<file path="config.mk">
export PLATFORM = sky130hd
export DESIGN_NAME = bank_lane_bridge
export DESIGN_NICKNAME = d
export VERILOG_FILES = /design/src/rtl/lane_pkg.sv /design/src/rtl/lane_seq.sv /design/src/rtl/lane_steer.sv /design/src/rtl/lane_gather.sv /design/src/rtl/bank_lane_bridge.sv
export SDC_FILE = /design/constraint.sdc
export NUM_CORES = 1
export LEC_CHECK = 0
export BUFFER_PORTS_ARGS = -buffer_cell sky130_fd_sc_hd__buf_2
export CAP_MARGIN = 25
export CORE_ASPECT_RATIO = 0.5
export CORE_UTILIZATION = 45
export CTS_CLUSTER_DIAMETER = 60
export DETAILED_ROUTE_END_ITERATION = 12
export PLACE_DENSITY = 0.72
export SETUP_SLACK_MARGIN = 0.2
export SLEW_MARGIN = 20
export SYNTH_ARGS = -nofsm -noshare
export SYNTH_HDL_FRONTEND = slang
export SYNTH_SLANG_ARGS = --single-unit
</file>
<file path="constraint.sdc">
create_clock -name clk -period 1.6 [get_ports clk]
set_input_delay 0.08 -clock clk [delete_from_list [all_inputs] [get_ports clk]]
set_output_delay 0.08 -clock clk [all_outputs]
set_load 0.03 [all_outputs]
</file>
<file path="src/rtl/lane_pkg.sv">
// Shared types for the dual-bank bridge.
// Assumes: at most two bus cycles per access.
package lane_pkg;
    typedef enum logic [1:0] {
        PH_IDLE   = 2'd0,
        PH_FIRST  = 2'd1,
        PH_SECOND = 2'd2
    } phase_t;
endpackage

</file>
<file path="src/rtl/lane_seq.sv">
// Access sequencer: latches one request while idle and walks through one
// or two bus cycles. It also produces the byte address of the current cycle.
// Assumes: the request strobes are only looked at in PH_IDLE.
module lane_seq
    import lane_pkg::*;
#(
    parameter int ADDR_W = 20,
    parameter int DATA_W = 16
) (
    input  logic              clk,
    input  logic              rst_n,
    input  logic              req_rd,
    input  logic              req_wr,
    input  logic [ADDR_W-1:0] req_addr,
    input  logic              req_word,
    input  logic [DATA_W-1:0] req_wdata,
    output phase_t            phase,
    output logic [ADDR_W-1:0] cur_addr,
    output logic              op_word,
    output logic              op_wr,
    output logic              last,
    output logic [DATA_W-1:0] op_wdata
);
    logic [ADDR_W-1:0] base_q;
    logic              split;

    // A word at an odd address needs two cycles.
    assign split    = op_word && base_q[0];
    // In the second cycle the address is X+1, which wraps naturally at ADDR_W bits.
    assign cur_addr = (phase == PH_SECOND) ? base_q + ADDR_W'(1) : base_q;
    assign last     = (phase == PH_SECOND) || ((phase == PH_FIRST) && !split);

    // Phase register and request capture.
    always_ff @(posedge clk) begin
        if (!rst_n) begin
            phase    <= PH_IDLE;
            base_q   <= '0;
            op_word  <= 1'b0;
            op_wr    <= 1'b0;
            op_wdata <= '0;
        end else begin
            case (phase)
                PH_IDLE: begin
                    if (req_rd || req_wr) begin
                        phase    <= PH_FIRST;
                        base_q   <= req_addr;
                        op_word  <= req_word;
                        op_wr    <= req_wr;
                        op_wdata <= req_wdata;
                    end
                end
                PH_FIRST: phase <= split ? PH_SECOND : PH_IDLE;
                default:  phase <= PH_IDLE;
            endcase
        end
    end

    // the second cycle addresses the next byte, rolling over at the top.
    p_split_step_r6: assert property (@(posedge clk) disable iff (!rst_n)
        (phase == PH_FIRST && split) |=>
        (phase == PH_SECOND && cur_addr == $past(cur_addr) + ADDR_W'(1)));

    p_aligned_once_r5: assert property (@(posedge clk) disable iff (!rst_n)
        (phase == PH_FIRST && !split) |=> (phase == PH_IDLE));

    p_busy_locked_r9: assert property (@(posedge clk) disable iff (!rst_n)
        (phase != PH_IDLE) |=> ($stable(base_q) && $stable(op_wr)));
endmodule

</file>
<file path="src/rtl/lane_steer.sv">
// Lane steering: turns the current phase and address into the bank selects,
// the shared address, the strobes and the write lanes. Purely combinational.
// Assumes: cur_addr is even in PH_SECOND.
module lane_steer
    import lane_pkg::*;
#(
    parameter int ADDR_W = 20,
    parameter int BYTE_W = 8
) (
    input  phase_t              phase,
    input  logic [ADDR_W-1:0]   cur_addr,
    input  logic                op_word,
    input  logic                op_wr,
    input  logic [2*BYTE_W-1:0] op_wdata,
    output logic [ADDR_W-2:0]   mem_addr,
    output logic                mem_a0,
    output logic                mem_bhe_n,
    output logic                mem_rd,
    output logic                mem_wr,
    output logic [2*BYTE_W-1:0] mem_wdata
);
    logic              active;
    logic              both;
    logic [BYTE_W-1:0] byte_src;

    // Bank select, address and write lane decode.
    always_comb begin
        active    = (phase != PH_IDLE);
        both      = active && op_word && (phase == PH_FIRST) && !cur_addr[0];
        mem_addr  = cur_addr[ADDR_W-1:1];
        if (!active) begin
            mem_a0    = 1'b1;
            mem_bhe_n = 1'b1;
        end else if (both) begin
            mem_a0    = 1'b0;
            mem_bhe_n = 1'b0;
        end else begin
            mem_a0    = cur_addr[0];
            mem_bhe_n = !cur_addr[0];
        end
        byte_src  = (phase == PH_SECOND) ? op_wdata[2*BYTE_W-1:BYTE_W]
                                         : op_wdata[BYTE_W-1:0];
        mem_wdata = both ? op_wdata : {2{byte_src}};
        mem_rd    = active && !op_wr;
        mem_wr    = active && op_wr;
    end
endmodule

</file>
<file path="src/rtl/lane_gather.sv">
// Read assembly: moves the selected lane down to the low byte, holds the
// first half of a split read, and raises done after the final cycle.
// Assumes: mem_rdata is valid during the cycle in which the strobe is high.
module lane_gather
    import lane_pkg::*;
#(
    parameter int BYTE_W = 8
) (
    input  logic                clk,
    input  logic                rst_n,
    input  phase_t              phase,
    input  logic                last,
    input  logic                op_wr,
    input  logic                mem_a0,
    input  logic                mem_bhe_n,
    input  logic [2*BYTE_W-1:0] mem_rdata,
    output logic                done,
    output logic [2*BYTE_W-1:0] rd_data
);
    logic              hi_only;
    logic [BYTE_W-1:0] got_byte;
    logic [BYTE_W-1:0] hold_q;

    // Pick the lane of a single-bank cycle.
    assign hi_only  = mem_a0 && !mem_bhe_n;
    assign got_byte = hi_only ? mem_rdata[2*BYTE_W-1:BYTE_W] : mem_rdata[BYTE_W-1:0];

    // Completion pulse and result register.
    always_ff @(posedge clk) begin
        if (!rst_n) begin
            done    <= 1'b0;
            rd_data <= '0;
            hold_q  <= '0;
        end else begin
            done <= (phase != PH_IDLE) && last;
            if (phase != PH_IDLE && !op_wr) begin
                if (!last)
                    hold_q <= got_byte;
                else if (!mem_a0 && !mem_bhe_n)
                    rd_data <= mem_rdata;
                else if (phase == PH_SECOND)
                    rd_data <= {got_byte, hold_q};
                else
                    rd_data <= {{BYTE_W{1'b0}}, got_byte};
            end
        end
    end

    p_done_single_r8: assert property (@(posedge clk) disable iff (!rst_n)
        done |=> !done);

    p_done_after_bus_r8: assert property (@(posedge clk) disable iff (!rst_n)
        $rose(done) |-> ($past(phase) != PH_IDLE));
endmodule

</file>
<file path="src/rtl/bank_lane_bridge.sv">
// Top of the dual-bank bridge: sequencer, lane steering and read assembly.
// Assumes: the banks give read data in the same cycle and store on the clock edge.
module bank_lane_bridge
    import lane_pkg::*;
#(
    parameter int ADDR_W = 20,
    parameter int BYTE_W = 8
) (
    input  logic                clk,
    input  logic                rst_n,
    input  logic                req_rd,
    input  logic                req_wr,
    input  logic [ADDR_W-1:0]   req_addr,
    input  logic                req_word,
    input  logic [2*BYTE_W-1:0] req_wdata,
    output logic                idle,
    output logic                done,
    output logic [2*BYTE_W-1:0] rd_data,
    output logic [ADDR_W-2:0]   mem_addr,
    output logic                mem_a0,
    output logic                mem_bhe_n,
    output logic                mem_rd,
    output logic                mem_wr,
    output logic [2*BYTE_W-1:0] mem_wdata,
    input  logic [2*BYTE_W-1:0] mem_rdata
);
    localparam int DATA_W = 2 * BYTE_W;

    phase_t            phase;
    logic [ADDR_W-1:0] cur_addr;
    logic              op_word;
    logic              op_wr;
    logic              last;
    logic [DATA_W-1:0] op_wdata;

    assign idle = (phase == PH_IDLE);

    lane_seq #(.ADDR_W(ADDR_W), .DATA_W(DATA_W)) u_seq (
        .clk(clk), .rst_n(rst_n), .req_rd(req_rd), .req_wr(req_wr),
        .req_addr(req_addr), .req_word(req_word), .req_wdata(req_wdata),
        .phase(phase), .cur_addr(cur_addr), .op_word(op_word), .op_wr(op_wr),
        .last(last), .op_wdata(op_wdata)
    );

    lane_steer #(.ADDR_W(ADDR_W), .BYTE_W(BYTE_W)) u_steer (
        .phase(phase), .cur_addr(cur_addr), .op_word(op_word), .op_wr(op_wr),
        .op_wdata(op_wdata), .mem_addr(mem_addr), .mem_a0(mem_a0),
        .mem_bhe_n(mem_bhe_n), .mem_rd(mem_rd), .mem_wr(mem_wr),
        .mem_wdata(mem_wdata)
    );

    lane_gather #(.BYTE_W(BYTE_W)) u_gather (
        .clk(clk), .rst_n(rst_n), .phase(phase), .last(last), .op_wr(op_wr),
        .mem_a0(mem_a0), .mem_bhe_n(mem_bhe_n), .mem_rdata(mem_rdata),
        .done(done), .rd_data(rd_data)
    );

    p_idle_quiet_r1: assert property (@(posedge clk) disable iff (!rst_n)
        idle |-> (mem_a0 && mem_bhe_n && !mem_rd && !mem_wr));

    p_lane_enabled_r3: assert property (@(posedge clk) disable iff (!rst_n)
        (mem_rd || mem_wr) |-> !(mem_a0 && mem_bhe_n));

    p_byte_mirror_r10: assert property (@(posedge clk) disable iff (!rst_n)
        (mem_wr && (mem_a0 || mem_bhe_n)) |->
        (mem_wdata[DATA_W-1:BYTE_W] == mem_wdata[BYTE_W-1:0]));
endmodule

</file>
# [Word level (Yosys, flattened, before mapping)]
# Cells that the tools add are included.
[totals] regBits=65 inputBits=57 out_inout_bits=57
[classes] n_eq_ne=3 n_addsub=1 n_mux=13 bitwise_logic=1 reduce_logical=22
[ops] operator="$mux 16" n=3
[ops] operator="$add 20x1->20 const B" n=1
[ops] operator="$mux 20" n=1
[ops] operator="$mux 8" n=2
[ops] operator="$logic_and 1x1->1" n=10
[ops] operator="$reduce_and 2->1" n=3
[ops] operator="$logic_not 1->1" n=5
[ops] operator="$mux 1" n=4
[ops] operator="$mux 2" n=2
[ops] operator="$pmux 2 s2" n=1
[ops] operator="$eq 2x1->1 const B" n=1
[ops] operator="$eq 2x2->1 const B" n=1
[ops] operator="$logic_not 2->1" n=1
[ops] operator="$logic_or 1x1->1" n=2
[ops] operator="$ne 2x1->1 const B" n=1
[ops] operator="$reduce_bool 2->1" n=1
[ops] operator="$not 1->1" n=1

# [Logic depth before layout (Yosys ltp)]
[logic_depth] ltp_word=11 depth_mapped=8 mapped_depth_nobuf=5

# [Cells and area by module]
# A second synthesis with hierarchy kept.
[unflattened] hier_cells=479 area_unflattened_um2=3985.1
[modules_own_cells] module="lane_seq" area_each_um2=1863.0 cells_each=230 instances=1
[modules_own_cells] module="lane_gather" area_each_um2=1529.0 cells_each=176 instances=1
[modules_own_cells] module="lane_steer" area_each_um2=589.3 cells_each=72 instances=1
[modules_own_cells] module="bank_lane_bridge" area_each_um2=3.8 cells_each=1 instances=1

# [Least setup slack after synthesis]
# OpenSTA, ideal clock, no wires.
[synth_timing] kind="register to output" startpoint="reg u_seq.phase[1]" endpoint="out mem_addr[13]" n_path_buf=2 path_stages_with_launch=7 slack_ps=-151 required_ps=1520 t_arrival_ps=1671 path_cell_list="dfxtp_1 > buf_4 > buf_6 > nand4b_1 > nor4_2 > nand2_1 > xnor2_1"
[synth_between] elab_chain_len=2
[synth_rtl] item="start: declaration" line_no="lane_seq.sv:17" text="output phase_t phase,"
[synth_rtl] item="start signal: assignment" line_no="lane_seq.sv:52" text="PH_FIRST: phase <= split ? PH_SECOND : PH_IDLE;"
[synth_rtl] item="$eq 2x2->1" line_no="lane_seq.sv:30" text="assign cur_addr = (phase == PH_SECOND) ? base_q + ADDR_W'(1) : base_q;"
[synth_rtl] item="$mux 20" line_no="lane_seq.sv:30"
[synth_rtl] item="end: declaration" line_no="bank_lane_bridge.sv:19" text="output logic [ADDR_W-2:0] mem_addr,"
# Every way passes these cells.

# [Worst setup path in the final report]
[layout_timing] startpoint="reg u_seq.base_q[0]" endpoint="out mem_addr[17]"
[layout_between] elab_chain_len=2
[layout_rtl] item="start: declaration" line_no="lane_seq.sv:24" text="logic [ADDR_W-1:0] base_q;"
[layout_rtl] item="start signal: assignment" line_no="lane_seq.sv:46" text="base_q <= req_addr;"
[layout_rtl] item="$add 20x1->20" line_no="lane_seq.sv:30"
[layout_rtl] item="$mux 20" line_no="lane_seq.sv:30"
# Every way passes these cells.

==> out/metrics.cfg <==
[sta]
max_freq_mhz=451
drv_slew=0
rsz0062_at_grt=yes
fin_ws_ns=-0.616
maxSlewHeadroom=0.643
tightest_slew_ns=0.534
whs_ns=0.0148
fin_crit_ns=2.22
finalClockSkew_ns=0.0101
period_share=1.38
finalSetupViolCount=100
hold_viol_final=0

[logic_synthesis]
synth.cell_area_mm2=0.00359
synth_cell_types=42
synth_cells=420
yosysWarnings=0
synth_edf_count=0
synth_area_leader_cell=dfxtp_1
syn-num-nets=478
avgSynthCellArea_um2=8.56
synth_area_leaders=dfxtp_1, nand2_1, mux2i_1
postSynth.asyncResetShare=0
synth_flop_cell=dfxtp_1
synth.top_cell.area_share=0.362
ys_seq_elements=65
seq_area_frac_synth=0.362

[clocking]
htree_num_levels=3
cts_sinks=65
cts_tree=done
clk_latency_ns=0.33
cts-buffers-inserted=9
cts.clk_slew.worst_paths_ns=0.05
cts.path.max_buffers=2
root_buffer=clkbuf_16

[global_routing]
grt-ovfl-total=0
antenna_found_initial=1
grt_pass1_wl_um=21600
met1_usage=0.405
grt_use_met2=0.597
grt_start_max_net_pins=32
met3_usage=0.0660
grt_pass1_vias=4139
gr-max-usage-layer=met2
grtUsageTotal=0.344

[route]
ant_nets=0
dr.first_iter.drc_count=651
vias=4818
drc=0
dr.pass1.iters=7
avgRoutedWirePerCell_um=29.2
wl_um=21400
vias_per_cell=6.58

[critical_path]
crit_required_ns=1.52
endpoint_kind=primary output
crit_fanout=3
ff2ff_setup_slack_ns=-0.18
r2r_end=u_gather.rd_data[10]$_SDFFE_PN0P_
startpoint=u_seq.base_q[0]$_SDFFE_PN0P_
crit_arrival_ns=2.14
setup.worst_path.start_class=flip-flop
rr_worst_depth=8
path_class=reg -> out
worst_r2r_startpoint=u_seq.phase[1]$_SDFFE_PN0P_

[run]
maxCapViolCount=0

[pwr]
p_leak_nw=3.40
p_comb_frac=0.321
seq_power_share=0.318
clkPwrFrac=0.361
powerDensity_mw_per_mm2=835
vdd_drop_max_v=0.000840
intPower_mw=3.98
swShare=0.325
switchingPower_mw=1.92

[cells_and_area]
fin_nets=677
area_delta_synth_final_pct=96.4
drive_gt1_frac=0.689
fin_area_mm2=0.00706

[worst_hold_path]
hold_end=u_seq.base_q[14]$_SDFFE_PN0P_
min_from=req_addr[14]
min_delay_path_depth=3
min_path_type=in -> reg

[floorplan]
coreArea_mm2=0.00751
num_rows=22
start_util=0.478
dieArea_mm2=0.00837
die_w_um=128
dieHeight_um=65.2
num_io_pins=114

[placed_design]
numPortBuffers=113
place_congestion=0.824
dp_hpwl_um=6700
dpl_cell_area_mm2=0.00479

[outcome]
violations=setup timing
status=finished, violations left

[Yosys cell counts (7+ instances only)]
master      n
a21oi_1    11
mux2_2     16
clkbuf_1   15
a221o_1     8
nand3_1    15
nor2_1      7
o21ai_0     8
a21boi_0   25
buf_6       7
dfxtp_1    65
a21boi_1   12
xnor2_1    15
o211a_1    17
mux2i_1    25
nand2_1   126
[cell type report]
type / instances / area (µm²)
diodes: 1 / 2.50
clock buffers: 12 / 246
repair buffers: 217 / 2100
fillers: 201 / 455
flip-flops and latches: 65 / 1330
inverters: 2 / 7.51
well taps: 108 / 135
multi-input cells: 324 / 3170
clock inverters: 3 / 65.1
[layer usage]
metal | vias to the layer above | part of all wire
li1 | 1850 | -
met1 | 2255 | 0.35
met2 | 520 | 0.43
met3 | 193 | 0.13
met4 | 0 | 0.086
met5 | - | 0
[sequential cells by signal, summed over array words and instances, names as in the netlist]
| signal | cells |
|---|---|
| u_gather.done | 1 |
| u_gather.hold_q | 8 |
| u_gather.rd_data | 16 |
| u_seq.base_q | 20 |
| u_seq.op_wdata | 16 |
| u_seq.op_word | 1 |
| u_seq.op_wr | 1 |
| u_seq.phase | 2 |
[worst max-delay path by stage]
stage / slack (ns) / cells after the start / end
final: -0.62 / 6 / mem_addr[17]
after global routing: -0.67 / 6 / mem_addr[17]
after CTS: -0.34 / 7 / mem_addr[12]
after detailed placement: -0.05 / 5 / mem_addr[16]
after global placement: -0.01 / 5 / mem_addr[18]
after floorplan: 0.02 / 3 / mem_addr[12]
[power by group through the flow]
stage / clock network, mW / registers (mW) / logic (mW)
after floorplan: 0 / 1.93 / 0.634
after global placement: 0 / 1.84 / 1.06
after detailed placement: 0 / 1.85 / 1.07
after CTS: 2.09 / 1.83 / 1.43
after global routing: 2.19 / 1.88 / 1.93
final: 2.13 / 1.88 / 1.89
[stage by stage]
stage / util / setup TNS (ns) / setup slack (ns) / power [mW] / std cells
floorplan: - / 0 / 0.0204 / 2.56 / 420
CTS: 0.837 / -6.80 / -0.342 / 5.35 / 712
detailed placement: 0.637 / -0.165 / -0.0462 / 2.92 / 652
global route: 0.939 / -17.74 / -0.674 / 5.99 / 731
finish: 0.939 / -16.47 / -0.616 / 5.89 / 732
global placement: 0.637 / -0.0363 / -0.0117 / 2.90 / 652
[layout by cell type (no fill, tap or decap), drive strengths merged, types with 3 or more instances in the layout]
master       synthesis  final
a21boi              37     37
a21oi               12     12
a221o                8      8
and2                 5      6
and3                 3      3
buf                 15    193
clkbuf              15     18
dfxtp               65     65
dlygate4sd3          0     17
mux2                16     16
mux2i               25     25
nand2              126    126
nand2b               4      4
nand3               15     15
nand4                5      5
nor2                 9      9
o211a               17     17
o21ai               11     11
xnor2               15     15
xor2                 3      3
[cells by family after synthesis]
family / after synthesis / share of synthesized area
simple gates: 176 / 0.224
mux: 41 / 0.120
fa+ha+maj: 1 / 0.00348
compound gates: 87 / 0.192
flops: 65 / 0.362
xor+xnor: 18 / 0.0439
buf+inv: 32 / 0.0557
[worst max-delay path, cell delays in order (launching register included)]
cell	delay (ns)
dfxtp_4	0.39
ha_4	0.18
nand4b_1	0.22
nor4_4	0.44
nand2_2	0.24
xnor2_4	0.19
buf_6	0.15
[timing repair]
item / 4_1_cts / 5_1_grt
resized for setup: 234 / 140
buffers inserted: 19 / 10
gates cloned: 9 / 9
endpoints found under the setup margin: 70 / 104
pin swaps: 109 / 68
endpoints found under the hold margin: 17 / 0
hold buffers: 17 / 0
(Power assumes the default switching activity.)
